## src/rtl/scs_pkg.sv

```systemverilog
package scs_pkg;

  typedef enum logic [2:0] {
    PH_CMD   = 3'd0,
    PH_ADDR  = 3'd1,
    PH_RDATA = 3'd2,
    PH_WDATA = 3'd3,
    PH_DROP  = 3'd4
  } phase_t;

  typedef enum logic [1:0] {
    OPK_RD  = 2'd0,
    OPK_WR  = 2'd1,
    OPK_BAD = 2'd2
  } op_kind_t;

  localparam logic [7:0] OPC_READ  = 8'h03;
  localparam logic [7:0] OPC_WRITE = 8'h02;

  // Maps an instruction byte to what the block does with it
  function automatic op_kind_t decode_op(input logic [7:0] op);
    if (op == OPC_READ)       return OPK_RD;
    else if (op == OPC_WRITE) return OPK_WR;
    else                      return OPK_BAD;
  endfunction

endpackage

```

## src/rtl/scs_sync.sv

```systemverilog
module scs_sync #(
  parameter int          N       = 3,
  parameter int          STAGES  = 2,
  parameter logic [N-1:0] RST_VAL = '0
) (
  input  logic         clk,
  input  logic         rst_n,
  input  logic [N-1:0] din,
  output logic [N-1:0] dout
);

  logic [N-1:0] stage_q [STAGES];

  generate
    for (genvar s = 0; s < STAGES; s++) begin : g_stage
      always_ff @(posedge clk or negedge rst_n) begin
        if (!rst_n) stage_q[s] <= RST_VAL;
        else if (s == 0) stage_q[s] <= din;
        else stage_q[s] <= stage_q[(s == 0) ? 0 : s-1];
      end
    end
  endgenerate

  assign dout = stage_q[STAGES-1];

endmodule

```

## src/rtl/scs_frame.sv

```systemverilog
module scs_frame
  import scs_pkg::*;
#(
  parameter int OP_W   = 8,
  parameter int ADDR_W = 8,
  parameter int DATA_W = 16
) (
  input  logic              clk,
  input  logic              rst_n,
  input  logic              cs_act,
  input  logic              sck_rise,
  input  logic              sdi_s,
  output phase_t            phase,
  output logic [ADDR_W-1:0] rf_addr,
  output logic [DATA_W-1:0] rf_wdata,
  output logic              rf_we,
  output logic              evt_rd_start,
  output logic              evt_rword_done
);

  localparam int CNT_W = $clog2(DATA_W);
  localparam logic [CNT_W-1:0] OP_LAST   = CNT_W'(OP_W - 1);
  localparam logic [CNT_W-1:0] ADDR_LAST = CNT_W'(ADDR_W - 1);
  localparam logic [CNT_W-1:0] DATA_LAST = CNT_W'(DATA_W - 1);

  logic [CNT_W-1:0]  bit_cnt;
  logic [DATA_W-1:0] rx_sh;
  logic [DATA_W-1:0] rx_next;
  logic [ADDR_W-1:0] addr_q;
  logic              rd_sel;
  logic              evt_op_done;
  logic              evt_addr_done;
  logic              evt_wword_done;

  function automatic logic [ADDR_W-1:0] addr_inc(input logic [ADDR_W-1:0] a);
    return a + ADDR_W'(1);
  endfunction

  assign rx_next        = {rx_sh[DATA_W-2:0], sdi_s};
  assign evt_op_done    = sck_rise && (phase == PH_CMD)   && (bit_cnt == OP_LAST);
  assign evt_addr_done  = sck_rise && (phase == PH_ADDR)  && (bit_cnt == ADDR_LAST);
  assign evt_rword_done = sck_rise && (phase == PH_RDATA) && (bit_cnt == DATA_LAST);
  assign evt_wword_done = sck_rise && (phase == PH_WDATA) && (bit_cnt == DATA_LAST);
  assign evt_rd_start   = evt_addr_done && rd_sel;
  assign rf_addr        = addr_q;

  always_ff @(posedge clk or negedge rst_n) begin
    if (!rst_n) begin
      phase    <= PH_CMD;
      bit_cnt  <= '0;
      rx_sh    <= '0;
      addr_q   <= '0;
      rd_sel   <= 1'b0;
      rf_wdata <= '0;
      rf_we    <= 1'b0;
    end else begin
      rf_we <= 1'b0;
      if (!cs_act) begin
        phase   <= PH_CMD;
        bit_cnt <= '0;
      end else if (sck_rise) begin
        rx_sh   <= rx_next;
        bit_cnt <= bit_cnt + CNT_W'(1);
        unique case (phase)
          PH_CMD: begin
            if (evt_op_done) begin
              bit_cnt <= '0;
              unique case (decode_op(rx_next[OP_W-1:0]))
                OPK_RD:  begin phase <= PH_ADDR; rd_sel <= 1'b1; end
                OPK_WR:  begin phase <= PH_ADDR; rd_sel <= 1'b0; end
                default: phase <= PH_DROP;
              endcase
            end
          end
          PH_ADDR: begin
            if (evt_addr_done) begin
              bit_cnt <= '0;
              addr_q  <= rx_next[ADDR_W-1:0];
              phase   <= rd_sel ? PH_RDATA : PH_WDATA;
            end
          end
          PH_RDATA: begin
            if (evt_rword_done) begin
              bit_cnt <= '0;
              addr_q  <= addr_inc(addr_q);
            end
          end
          PH_WDATA: begin
            if (evt_wword_done) begin
              bit_cnt  <= '0;
              rf_wdata <= rx_next;
              rf_we    <= 1'b1;
              phase    <= PH_DROP;
            end
          end
          default: bit_cnt <= '0;
        endcase
      end
    end
  end

endmodule

```

## src/rtl/scs_tx.sv

```systemverilog
module scs_tx #(
  parameter int DATA_W = 16
) (
  input  logic              clk,
  input  logic              rst_n,
  input  logic              cs_act,
  input  logic              in_rd,
  input  logic              load_req,
  input  logic              sck_fall,
  input  logic [DATA_W-1:0] rf_rdata,
  output logic              sdo,
  output logic              sdo_en
);

  logic [DATA_W-1:0] tx_sh;

  always_ff @(posedge clk or negedge rst_n) begin
    if (!rst_n) begin
      tx_sh  <= '0;
      sdo    <= 1'b0;
      sdo_en <= 1'b0;
    end else if (!cs_act || !in_rd) begin
      tx_sh  <= '0;
      sdo    <= 1'b0;
      sdo_en <= 1'b0;
    end else begin
      sdo_en <= 1'b1;
      if (load_req) begin
        tx_sh <= rf_rdata;
      end else if (sck_fall) begin
        sdo   <= tx_sh[DATA_W-1];
        tx_sh <= {tx_sh[DATA_W-2:0], 1'b0};
      end
    end
  end

endmodule

```

## src/rtl/scs_slave.sv

```systemverilog
module scs_slave
  import scs_pkg::*;
#(
  parameter int OP_W        = 8,
  parameter int ADDR_W      = 8,
  parameter int DATA_W      = 16,
  parameter int SYNC_STAGES = 2
) (
  input  logic              clk,
  input  logic              rst_n,
  input  logic              cs_n,
  input  logic              sck,
  input  logic              sdi,
  output logic              sdo,
  output logic              sdo_en,
  output logic [ADDR_W-1:0] rf_addr,
  output logic [DATA_W-1:0] rf_wdata,
  output logic              rf_we,
  input  logic [DATA_W-1:0] rf_rdata
);

  logic [2:0] pins_s;
  logic       cs_n_s, sck_s, sdi_s, sck_d;
  logic       cs_act, sck_rise, sck_fall;
  logic       in_rd, load_req;
  logic       evt_rd_start, evt_rword_done;
  phase_t     phase;

  scs_sync #(.N(3), .STAGES(SYNC_STAGES), .RST_VAL(3'b100)) u_sync (
    .clk  (clk),
    .rst_n(rst_n),
    .din  ({cs_n, sck, sdi}),
    .dout (pins_s)
  );

  assign {cs_n_s, sck_s, sdi_s} = pins_s;
  assign cs_act   = ~cs_n_s;
  assign sck_rise = cs_act & sck_s & ~sck_d;
  assign sck_fall = cs_act & ~sck_s & sck_d;
  assign in_rd    = (phase == PH_RDATA);

  always_ff @(posedge clk or negedge rst_n) begin
    if (!rst_n) begin
      sck_d    <= 1'b0;
      load_req <= 1'b0;
    end else begin
      sck_d    <= sck_s;
      load_req <= evt_rd_start | evt_rword_done;
    end
  end

  scs_frame #(.OP_W(OP_W), .ADDR_W(ADDR_W), .DATA_W(DATA_W)) u_frame (
    .clk           (clk),
    .rst_n         (rst_n),
    .cs_act        (cs_act),
    .sck_rise      (sck_rise),
    .sdi_s         (sdi_s),
    .phase         (phase),
    .rf_addr       (rf_addr),
    .rf_wdata      (rf_wdata),
    .rf_we         (rf_we),
    .evt_rd_start  (evt_rd_start),
    .evt_rword_done(evt_rword_done)
  );

  scs_tx #(.DATA_W(DATA_W)) u_tx (
    .clk     (clk),
    .rst_n   (rst_n),
    .cs_act  (cs_act),
    .in_rd   (in_rd),
    .load_req(load_req),
    .sck_fall(sck_fall),
    .rf_rdata(rf_rdata),
    .sdo     (sdo),
    .sdo_en  (sdo_en)
  );

endmodule

```

## config.mk

```make
export PLATFORM = sky130hd
export DESIGN_NAME = scs_slave
export DESIGN_NICKNAME = d
export VERILOG_FILES = /design/src/rtl/scs_pkg.sv /design/src/rtl/scs_sync.sv /design/src/rtl/scs_frame.sv /design/src/rtl/scs_tx.sv /design/src/rtl/scs_slave.sv
export SDC_FILE = /design/constraint.sdc
export NUM_CORES = 1
export LEC_CHECK = 0
export ABC_AREA = 1
export CAP_MARGIN = 10
export CORE_ASPECT_RATIO = 1.25
export CORE_MARGIN = 3
export CORE_UTILIZATION = 55
export DETAILED_ROUTE_END_ITERATION = 10
export PLACE_DENSITY_LB_ADDON = 0.12
export SLEW_MARGIN = 20
export SYNTH_ARGS = -nofsm -noshare
export SYNTH_HDL_FRONTEND = slang
export SYNTH_SLANG_ARGS = --single-unit
```

## constraint.sdc

```tcl
create_clock -name clk -period 2.6 [get_ports clk]
set_clock_uncertainty 0.15 [all_clocks]
set_input_delay 0.39 -clock clk [delete_from_list [all_inputs] [get_ports clk]]
set_output_delay 0.39 -clock clk [all_outputs]
set_load 0.02 [all_outputs]
```

==> results_tabular.tex, run 1 <==
\begin{tabular}{lr}
\hline
Metric & Value \\
\hline
\multicolumn{2}{l}{\textbf{Setup path}} \\
Cell chain of the critical path & nor3\_4 -> nand2\_2 -> nor2\_4 -> nand2\_4 -> nand3\_1 -> o21ai\_0 \\
Crit path arrival time & 2.17 ns \\
Path type of the worst setup path & reg2reg \\
Slowest-stage cell, CP & sky130\_fd\_sc\_hd\_\_dfrtp\_1 \\
Critical path capture point type & flop \\
CP max stage delay & 0.46 ns \\
Crit start category & flop \\
Data required time of the worst path & 2.66 ns \\
Crit-path max FO & 27 \\
\multicolumn{2}{l}{\textbf{Clocking}} \\
Number of H-tree levels & 3 \\
Root Buffer Master & sky130\_fd\_sc\_hd\_\_clkbuf\_8 \\
Clk\_lat worst skew & between 0.3 and 0.4 ns \\
Quantity of hold-fixing buffers added after cts & 1 \\
Largest buffer count on any clock path & 2 \\
CTS sink count & between 70 and 80 \\
CTS tree & yes \\
Post-CTS Setup Bufs & 0 \\
Number of instances resized during post-cts repair & 0 \\
Clock transition at the register clock pins on the worst setup and hold paths after CTS & 0.07 ns \\
Number of clock buffers inserted by TritonCTS & 9 \\
\multicolumn{2}{l}{\textbf{Place}} \\
Weighted congestion at the end of routability-driven global placement & 0.918 \\
Post-Place Cell Area & 4010 um\^{}2 \\
Number of port buffers & 47 \\
Placed cell count & approximately 530 \\
Detailed-placement wirelength estimate & 4840 um \\
\multicolumn{2}{l}{\textbf{Timing}} \\
Hold Vio Cnt, Final & 0 \\
Setup repair after global routing missed its margin & false \\
Number of pins with negative max-slew slack in the final report & 0 \\
Share of the clock period used by the worst path after layout & 81.5\% \\
Number of endpoints failing setup at the final stage & 0 \\
Total Negative Setup Slacks & 0 ns \\
Headroom to the max-slew limit & 67.7\% \\
Worst-Margin Slew & between 0.4 and 0.5 ns \\
Fmax & 0.472 GHz \\
Minimum clock period after layout & 2.12 ns \\
\multicolumn{2}{l}{\textbf{Yosys}} \\
Number of instances in the synthesized netlist & 414 \\
Top-area cell type share of the netlist area & about half \\
Total of warnings raised by yosys & 0 \\
Distinct cell type count after synthesis & 32 \\
Cell area after synthesis & approximately 3500 um\^{}2 \\
Leading register cell type out of synthesis & sky130\_fd\_sc\_hd\_\_dfrtp\_1 \\
Sequential share of the synthesized area & between 50\% and 60\% \\
Yosys top cell by area & sky130\_fd\_sc\_hd\_\_dfrtp\_1 \\
Synthesized area per cell & 8.46 um\^{}2 \\
Synth Register Bits & 74 \\
Most numerous cell in the Yosys netlist & sky130\_fd\_sc\_hd\_\_nand2\_1 \\
Asr flop ratio synth & 100\% \\
Top cells by area in the synthesized netlist & sky130\_fd\_sc\_hd\_\_dfrtp\_1 (51\%), sky130\_fd\_sc\_hd\_\_nand2\_1 (14\%), sky130\_fd\_sc\_hd\_\_o21ai\_0 (6.9\%) \\
Post-Synthesis Net Count & $\sim$440 \\
Post-synth EDFFs & 0 \\
Synth top cells by count & sky130\_fd\_sc\_hd\_\_nand2\_1 (131), sky130\_fd\_sc\_hd\_\_dfrtp\_1 (72), sky130\_fd\_sc\_hd\_\_o21ai\_0 (48) \\
\multicolumn{2}{l}{\textbf{Pwr}} \\
Switching Share & 30.0\% \\
Clock network power share & between 20\% and 30\% \\
Logic pwr share & a little over 20\% \\
Relative contribution of sequential cells to total power & about half \\
Leakage power summed over all cells & 1.90 nW \\
Cell area power density & about 660 nW/um\^{}2 \\
Maximum vdd drop & 0.421 mV \\
Internal Dissipation & approximately 2.0 mW \\
P\_sw & 0.837 mW \\
\multicolumn{2}{l}{\textbf{Detailed routing}} \\
DRC violations left & 0 \\
Length of the first detailed-routing pass in iterations & 4 \\
Drt wl/cell & approximately 12 um \\
Vias per cell & 5.05 \\
Count of nets left with antenna violations after detail routing & 0 \\
Count of routing violations after the opening detailed-route iteration & 152 \\
Detailed Route WL & 6750 um \\
Total via count in the routed design & 2765 \\
\multicolumn{2}{l}{\textbf{Global route}} \\
Number of global-route vias before repair & 2658 \\
Pin count of the biggest net entering global routing & 39 \\
GR Overflow Total & 0 \\
Wire length of the first global-routing pass & roughly 12000 um \\
Combined global-route utilization of all metal layers & about a fifth \\
Initial antenna violation count & 0 \\
\multicolumn{2}{l}{\textbf{Floorplanning}} \\
Die Width & a little under 80 um \\
Initial core utilization & 58.6\% \\
Die Outline Area & approximately 7400 um\^{}2 \\
Placeable core area & 5970 um\^{}2 \\
Row Count & 31 \\
Ports placed on the boundary & 48 \\
Height of the die & 95.2 um \\
\multicolumn{2}{l}{\textbf{Layout}} \\
Count of nets after finishing & roughly 480 \\
Antenna diode count & 0 \\
Post-route cell area & 4210 um\^{}2 \\
Core utilization of the finished layout & 70.4\% \\
Post-route non-filler standard cell count & 547 \\
Layout cells sized above 1 & 11.4\% \\
Layout Area Growth over Synthesis & 20.2\% \\
Number of fillers in the final layout & 480 \\
\multicolumn{2}{l}{\textbf{Worst hold path}} \\
Path type of the worst min-delay path & reg2reg \\
\multicolumn{2}{l}{\textbf{Outcome}} \\
Outcome & complete, no violations \\
\multicolumn{2}{l}{\textbf{Flow run}} \\
Maximum Capacitance Violations & 0 \\
\hline
\end{tabular}
==> cell families after synthesis <==
family | Yosys count | synth area share (%)
AND/OR/NAND/NOR | 194 | 24.6
AO/OA/AOI/OAI | 78 | 13.0
buffers and inverters | 63 | 7.97
XOR/XNOR | 3 | 0.751
flip-flops | 74 | 53.0
adder cells (fa/ha/maj) | 2 | 0.715
==> metrics by stage <==
step           setup slack, ns  total power, mW  hold WS (ns)
3_5_place_dp             0.481             1.98         0.193
4_1_cts                  0.462             2.82         0.207
2_1_floorplan             1.03             1.74       -0.0556
3_3_place_gp             0.571             1.96         0.183
6_report                 0.482             2.79         0.206
5_1_grt                  0.297             2.97         0.210
==> per-layer routing <==
metal  track usage (%)  vias up  wire (um)
met5                 0        -          0
met4              12.5        0        182
met3              4.63       16        365
met2              33.4       73       3210
met1              25.0     1274       2990
li1                  -     1402          -
==> cell usage in the layout, fill, tap and decap left out, types with 2 or more instances in the layout <==
cell type,n
sky130_fd_sc_hd__nor2_1,20
sky130_fd_sc_hd__dfstp_2,2
sky130_fd_sc_hd__inv_1,44
sky130_fd_sc_hd__o21ai_2,12
sky130_fd_sc_hd__xor2_1,2
sky130_fd_sc_hd__nor2_2,5
sky130_fd_sc_hd__buf_4,4
sky130_fd_sc_hd__ha_1,2
sky130_fd_sc_hd__clkbuf_1,2
sky130_fd_sc_hd__nand3b_1,2
sky130_fd_sc_hd__dfrtp_1,72
sky130_fd_sc_hd__o21ai_0,48
sky130_fd_sc_hd__nand2_2,3
sky130_fd_sc_hd__inv_2,3
sky130_fd_sc_hd__nand3_2,6
sky130_fd_sc_hd__clkbuf_8,10
sky130_fd_sc_hd__clkdlybuf4s50_1,46
sky130_fd_sc_hd__nor2_4,2
sky130_fd_sc_hd__o21ai_1,7
sky130_fd_sc_hd__nand3_1,19
sky130_fd_sc_hd__clkinv_2,2
sky130_fd_sc_hd__a21oi_1,4
sky130_fd_sc_hd__nand4_1,3
sky130_fd_sc_hd__nand2_1,131
sky130_fd_sc_hd__o21bai_1,4
==> area by class of cell <==
type / count / area (um^2) / area share (%)
Tap cell: 82 / 103 / 2.44
Timing Repair Buffer: 52 / 520 / 12.4
Multi-Input combinational cell: 277 / 1370 / 32.5
Sequential cell: 74 / 1850 / 44.1
Clock inverter: 3 / 40.0 / 0.952
Clock buffer: 12 / 145 / 3.45
Inverter: 47 / 176 / 4.19
==> critical path: cells and delay by family (launching register included) <==
family	cells	cell delay (ns)
DFF	1	0.46
and+or+nand+nor	5	1.26
AOI/OAI and AO/OA	1	0.11
==> power groups by stage <==
stage / sequential (mW) / combinational [mW] / clock [mW]
3_5_place_dp: 1.40 / 0.574 / 0
3_3_place_gp: 1.40 / 0.562 / 0
2_1_floorplan: 1.43 / 0.310 / 0
6_report: 1.39 / 0.573 / 0.836
4_1_cts: 1.38 / 0.578 / 0.862
5_1_grt: 1.41 / 0.652 / 0.911
==> sequential cells by signal (all words and copies together), names as in the netlist <==
| signal | cells |
|---|---|
| u_tx.sdo_en | 1 |
| u_sync.dout | 3 |
| u_frame.rx_sh | 15 |
| load_req | 1 |
| u_frame.bit_cnt | 4 |
| u_tx.sdo | 1 |
| u_sync.stage_q | 3 |
| u_frame.phase | 3 |
| u_frame.rd_sel | 1 |
| u_tx.tx_sh | 16 |
| u_frame.rf_addr | 8 |
| u_frame.rf_we | 1 |
| sck_d | 1 |
| u_frame.rf_wdata | 16 |
==> final timing paths <==
check / to / slack, ns / cells past startpoint / from
max: u_tx.tx_sh[3] / 0.48 / 6 / u_frame.phase[0]
max reg2reg: u_tx.tx_sh[3] / 0.48 / 6 / u_frame.phase[0]
min: u_sync.dout[2] / 0.21 / 0 / u_sync.stage_q[5]
min reg2reg: u_sync.dout[2] / 0.21 / 0 / u_sync.stage_q[5]
min in group asynchronous: u_tx.tx_sh[8] / 0.42 / 2 / rst_n
max in group asynchronous: u_sync.dout[2] / 1.26 / 3 / rst_n
Power figures use the tool's default switching activity.
==> run 2: changes to the inputs <==
--- a/config.mk
+++ b/config.mk
@@ -9,7 +9,7 @@
 export CAP_MARGIN = 10
 export CORE_ASPECT_RATIO = 1.25
 export CORE_MARGIN = 3
-export CORE_UTILIZATION = 55
+export CORE_UTILIZATION = 49
 export DETAILED_ROUTE_END_ITERATION = 10
 export PLACE_DENSITY_LB_ADDON = 0.12
 export SLEW_MARGIN = 20
==> constraint.sdc (replaced) <==
create_clock -name clk -period 1.8 [get_ports clk]
set_clock_uncertainty 0.15 [all_clocks]
set_input_delay 0.27 -clock clk [delete_from_list [all_inputs] [get_ports clk]]
set_output_delay 0.27 -clock clk [all_outputs]
set_load 0.02 [all_outputs]
==> results_tabular.tex, run 2 (synthesis gave the netlist of run 1 again) <==
\begin{tabular}{lr}
\hline
Metric & Value \\
\hline
\multicolumn{2}{l}{\textbf{Layout}} \\
Layout cells sized above 1 & 14.0\% (was 11.4\%) \\
Number of fillers in the final layout & 578 (was 480) \\
Commonest non-fill, non-tap cells in the layout & sky130\_fd\_sc\_hd\_\_nand2\_1 (129), sky130\_fd\_sc\_hd\_\_dfrtp\_1 (72), sky130\_fd\_sc\_hd\_\_o21ai\_0 (48), sky130\_fd\_sc\_hd\_\_inv\_1 (43), sky130\_fd\_sc\_hd\_\_clkdlybuf4s50\_1 (38) (was sky130\_fd\_sc\_hd\_\_nand2\_1 (131), sky130\_fd\_sc\_hd\_\_dfrtp\_1 (72), sky130\_fd\_sc\_hd\_\_o21ai\_0 (48), sky130\_fd\_sc\_hd\_\_clkdlybuf4s50\_1 (46), sky130\_fd\_sc\_hd\_\_inv\_1 (44)) \\
Most common cell after layout, fill and taps aside & sky130\_fd\_sc\_hd\_\_nand2\_1 (unchanged) \\
Largest registers ranked by flip-flop count & u\_frame.rf\_wdata (16), u\_tx.tx\_sh (16), u\_frame.rx\_sh (15) (unchanged) \\
Total area of multi-input combinational cells & 1390 um\^{}2 (was 1370 um\^{}2) \\
FF+latch area & 1850 um\^{}2 (unchanged) \\
Layout Area Growth over Synthesis & 23.7\% (was 20.2\%) \\
Count of nets after finishing & 489 (was 484) \\
Antenna diode count & 0 (unchanged) \\
\multicolumn{2}{l}{\textbf{Pwr}} \\
Leakage power summed over all cells & 1.99 nW (was 1.90 nW) \\
Cell area power density & 998 nW/um\^{}2 (was 664 nW/um\^{}2) \\
Overall power consumption & 4.32 mW (was 2.79 mW) \\
Maximum vdd drop & 0.620 mV (was 0.421 mV) \\
\multicolumn{2}{l}{\textbf{Clocking}} \\
Clock transition at the register clock pins on the worst setup and hold paths after CTS & 0.07 ns (about the same) \\
Largest buffer count on any clock path & 2 (unchanged) \\
Root Buffer Master & sky130\_fd\_sc\_hd\_\_clkbuf\_8 (unchanged) \\
Number of clock buffers inserted by TritonCTS & 9 (unchanged) \\
Clk\_lat worst skew & 0.34 ns (about the same) \\
CTS sink count & 74 (unchanged) \\
Number of H-tree levels & 3 (unchanged) \\
CTS tree & yes (unchanged) \\
\multicolumn{2}{l}{\textbf{Floorplanning}} \\
Placeable core area & 6730 um\^{}2 (was 5970 um\^{}2) \\
Row Count & 33 (was 31) \\
Height of the die & 101 um (was 95.2 um) \\
Ports placed on the boundary & 48 (unchanged) \\
Initial core utilization & 52.0\% (was 58.6\%) \\
Die Width & 81.6 um (was 77.4 um) \\
Die Outline Area & 8200 um\^{}2 (was 7360 um\^{}2) \\
\multicolumn{2}{l}{\textbf{Setup path}} \\
Slowest-stage cell, CP & sky130\_fd\_sc\_hd\_\_clkdlybuf4s50\_1 (was sky130\_fd\_sc\_hd\_\_dfrtp\_1) \\
Crit start category & flop (unchanged) \\
Number of cells on the worst reg-to-reg path & 7 (was 6) \\
Critical path capture point type & output pin (was flop) \\
Worst path bufs/invs & 1 (was 0) \\
Path type of the worst setup path & reg2out (was reg2reg) \\
CP delay by family, top & buffers and inverters (was simple AND/OR/NAND/NOR gates) \\
Crit-path max FO & 2 (was 27) \\
CP max stage delay & 0.61 ns (was 0.46 ns) \\
Cell chain of the critical path & clkdlybuf4s50\_1 (was nor3\_4 -> nand2\_2 -> nor2\_4 -> nand2\_4 -> nand3\_1 -> o21ai\_0) \\
Worst flop-to-flop path endpoint & u\_frame.rf\_addr[3] (was u\_tx.tx\_sh[3]) \\
Data required time of the worst path & 1.38 ns (was 2.66 ns) \\
FF-to-FF Start & u\_frame.phase[0] (unchanged) \\
FF-to-FF setup slack & 0.09 ns (was 0.48 ns) \\
Crit path arrival time & 1.32 ns (was 2.17 ns) \\
\multicolumn{2}{l}{\textbf{Timing}} \\
Number of pins with negative max-slew slack in the final report & 0 (unchanged) \\
Number of endpoints failing setup at the final stage & 0 (unchanged) \\
Fmax & between 0.5 and 0.6 GHz \\
Hold Vio Cnt, Final & 0 (unchanged) \\
Setup repair after global routing missed its margin & false (unchanged) \\
Headroom to the max-slew limit & 72.6\% (was 67.7\%) \\
Worst-Margin Slew & 0.412 ns (was 0.483 ns) \\
Share of the clock period used by the worst path after layout & 96.6\% \\
Total Negative Setup Slacks & 0 ns (unchanged) \\
Minimum clock period after layout & 1.74 ns \\
Final worst slack & 0.0610 ns (was 0.482 ns) \\
\multicolumn{2}{l}{\textbf{Global route}} \\
Number of global-route vias before repair & 2880 (was 2658) \\
Combined global-route utilization of all metal layers & 19.3\% (was 20.5\%) \\
Pin count of the biggest net entering global routing & 32 (was 39) \\
Wire length of the first global-routing pass & 12400 um (was 11900 um) \\
GR Overflow Total & 0 (unchanged) \\
Initial antenna violation count & 0 (unchanged) \\
\multicolumn{2}{l}{\textbf{Worst hold path}} \\
Endpoint, Worst Hold & u\_sync.stage\_q[5] (was u\_sync.dout[2]) \\
Worst Min Path Start & cs\_n (was u\_sync.stage\_q[5]) \\
Hold Path Stages & 1 (was 0) \\
Path type of the worst min-delay path & in2reg (was reg2reg) \\
\multicolumn{2}{l}{\textbf{Place}} \\
Minimum setup slack after placement & 0.0752 ns (was 0.481 ns) \\
Weighted congestion at the end of routability-driven global placement & 0.840 (was 0.918) \\
Number of port buffers & 47 (unchanged) \\
Detailed-placement wirelength estimate & 4900 um (was 4840 um) \\
\multicolumn{2}{l}{\textbf{Detailed routing}} \\
Drt wl/cell & 12.8 um (was 12.3 um) \\
DRC violations left & 0 (unchanged) \\
Count of nets left with antenna violations after detail routing & 0 (unchanged) \\
Detailed Route WL & 7130 um (was 6750 um) \\
Total via count in the routed design & 2805 (was 2765) \\
Count of routing violations after the opening detailed-route iteration & 134 (was 152) \\
Length of the first detailed-routing pass in iterations & 4 (unchanged) \\
Vias per cell & 5.03 (was 5.05) \\
\multicolumn{2}{l}{\textbf{Flow run}} \\
Maximum Capacitance Violations & 0 (unchanged) \\
\multicolumn{2}{l}{\textbf{Outcome}} \\
Outcome & complete, no violations (unchanged) \\
\hline
\end{tabular}
[run 2: timing repair]
action | 4_1_cts | 5_1_grt
endpoints found under the hold margin | 26 | 0
gates resized for setup | 8 | 8
buffers inserted | 0 | 1
hold buffers | 1 | 0
endpoints found under the setup margin | 8 | 22
[run 2: layer usage]
layer	global-route usage [%]	part of all wire, %	wire [um]	vias up
met4	8.31	1.6	114	0
met1	23.9	44	3150	1324
met3	4.11	4.5	322	9
li1	-	-	-	1417
met5	0	0	0	-
met2	32.4	50	3540	55
[run 2: final cells by class]
class                   count  share of cell area [%]
clock buffers              12                    3.81
well taps                  87                    2.51
clock inverters             4                    1.68
repair buffers             57                    12.9
multi-input cells         277                    32.2
flip-flops and latches     74                    42.8
inverters                  47                    4.07
[run 2: where the power goes]
part,internal (mW),switching [mW]
sequential,1.81,0.194
combinational,0.324,0.514
clock,0.892,0.585
total,3.03,1.29
[run 2: per-stage QoR]
step	instances	instance area (um^2)	util (%)	hold slack (ns)
6_report	558	4330	64.3	0.183
2_1_floorplan	414	3500	-	-0.176
4_1_cts	557	4300	63.9	0.163
5_1_grt	558	4330	64.3	0.158
3_5_place_dp	540	4060	60.3	0.0829
3_3_place_gp	540	4060	60.3	0.0799
[run 2: worst max-delay path by stage]
stage | startpoint | end | slack [ns] | cells past startpoint
6_report | u_frame.rf_wdata[5] | rf_wdata[5] | 0.06 | 1
5_1_grt | sck_d | u_frame.rf_addr[3] | 0.002 | 10
4_1_cts | u_frame.rf_wdata[5] | rf_wdata[5] | 0.04 | 1
3_5_place_dp | u_frame.bit_cnt[0] | u_frame.rf_addr[3] | 0.08 | 10
3_3_place_gp | u_frame.bit_cnt[0] | u_frame.rf_addr[3] | 0.16 | 10
2_1_floorplan | u_sync.dout[2] | u_frame.rf_addr[3] | 0.23 | 10
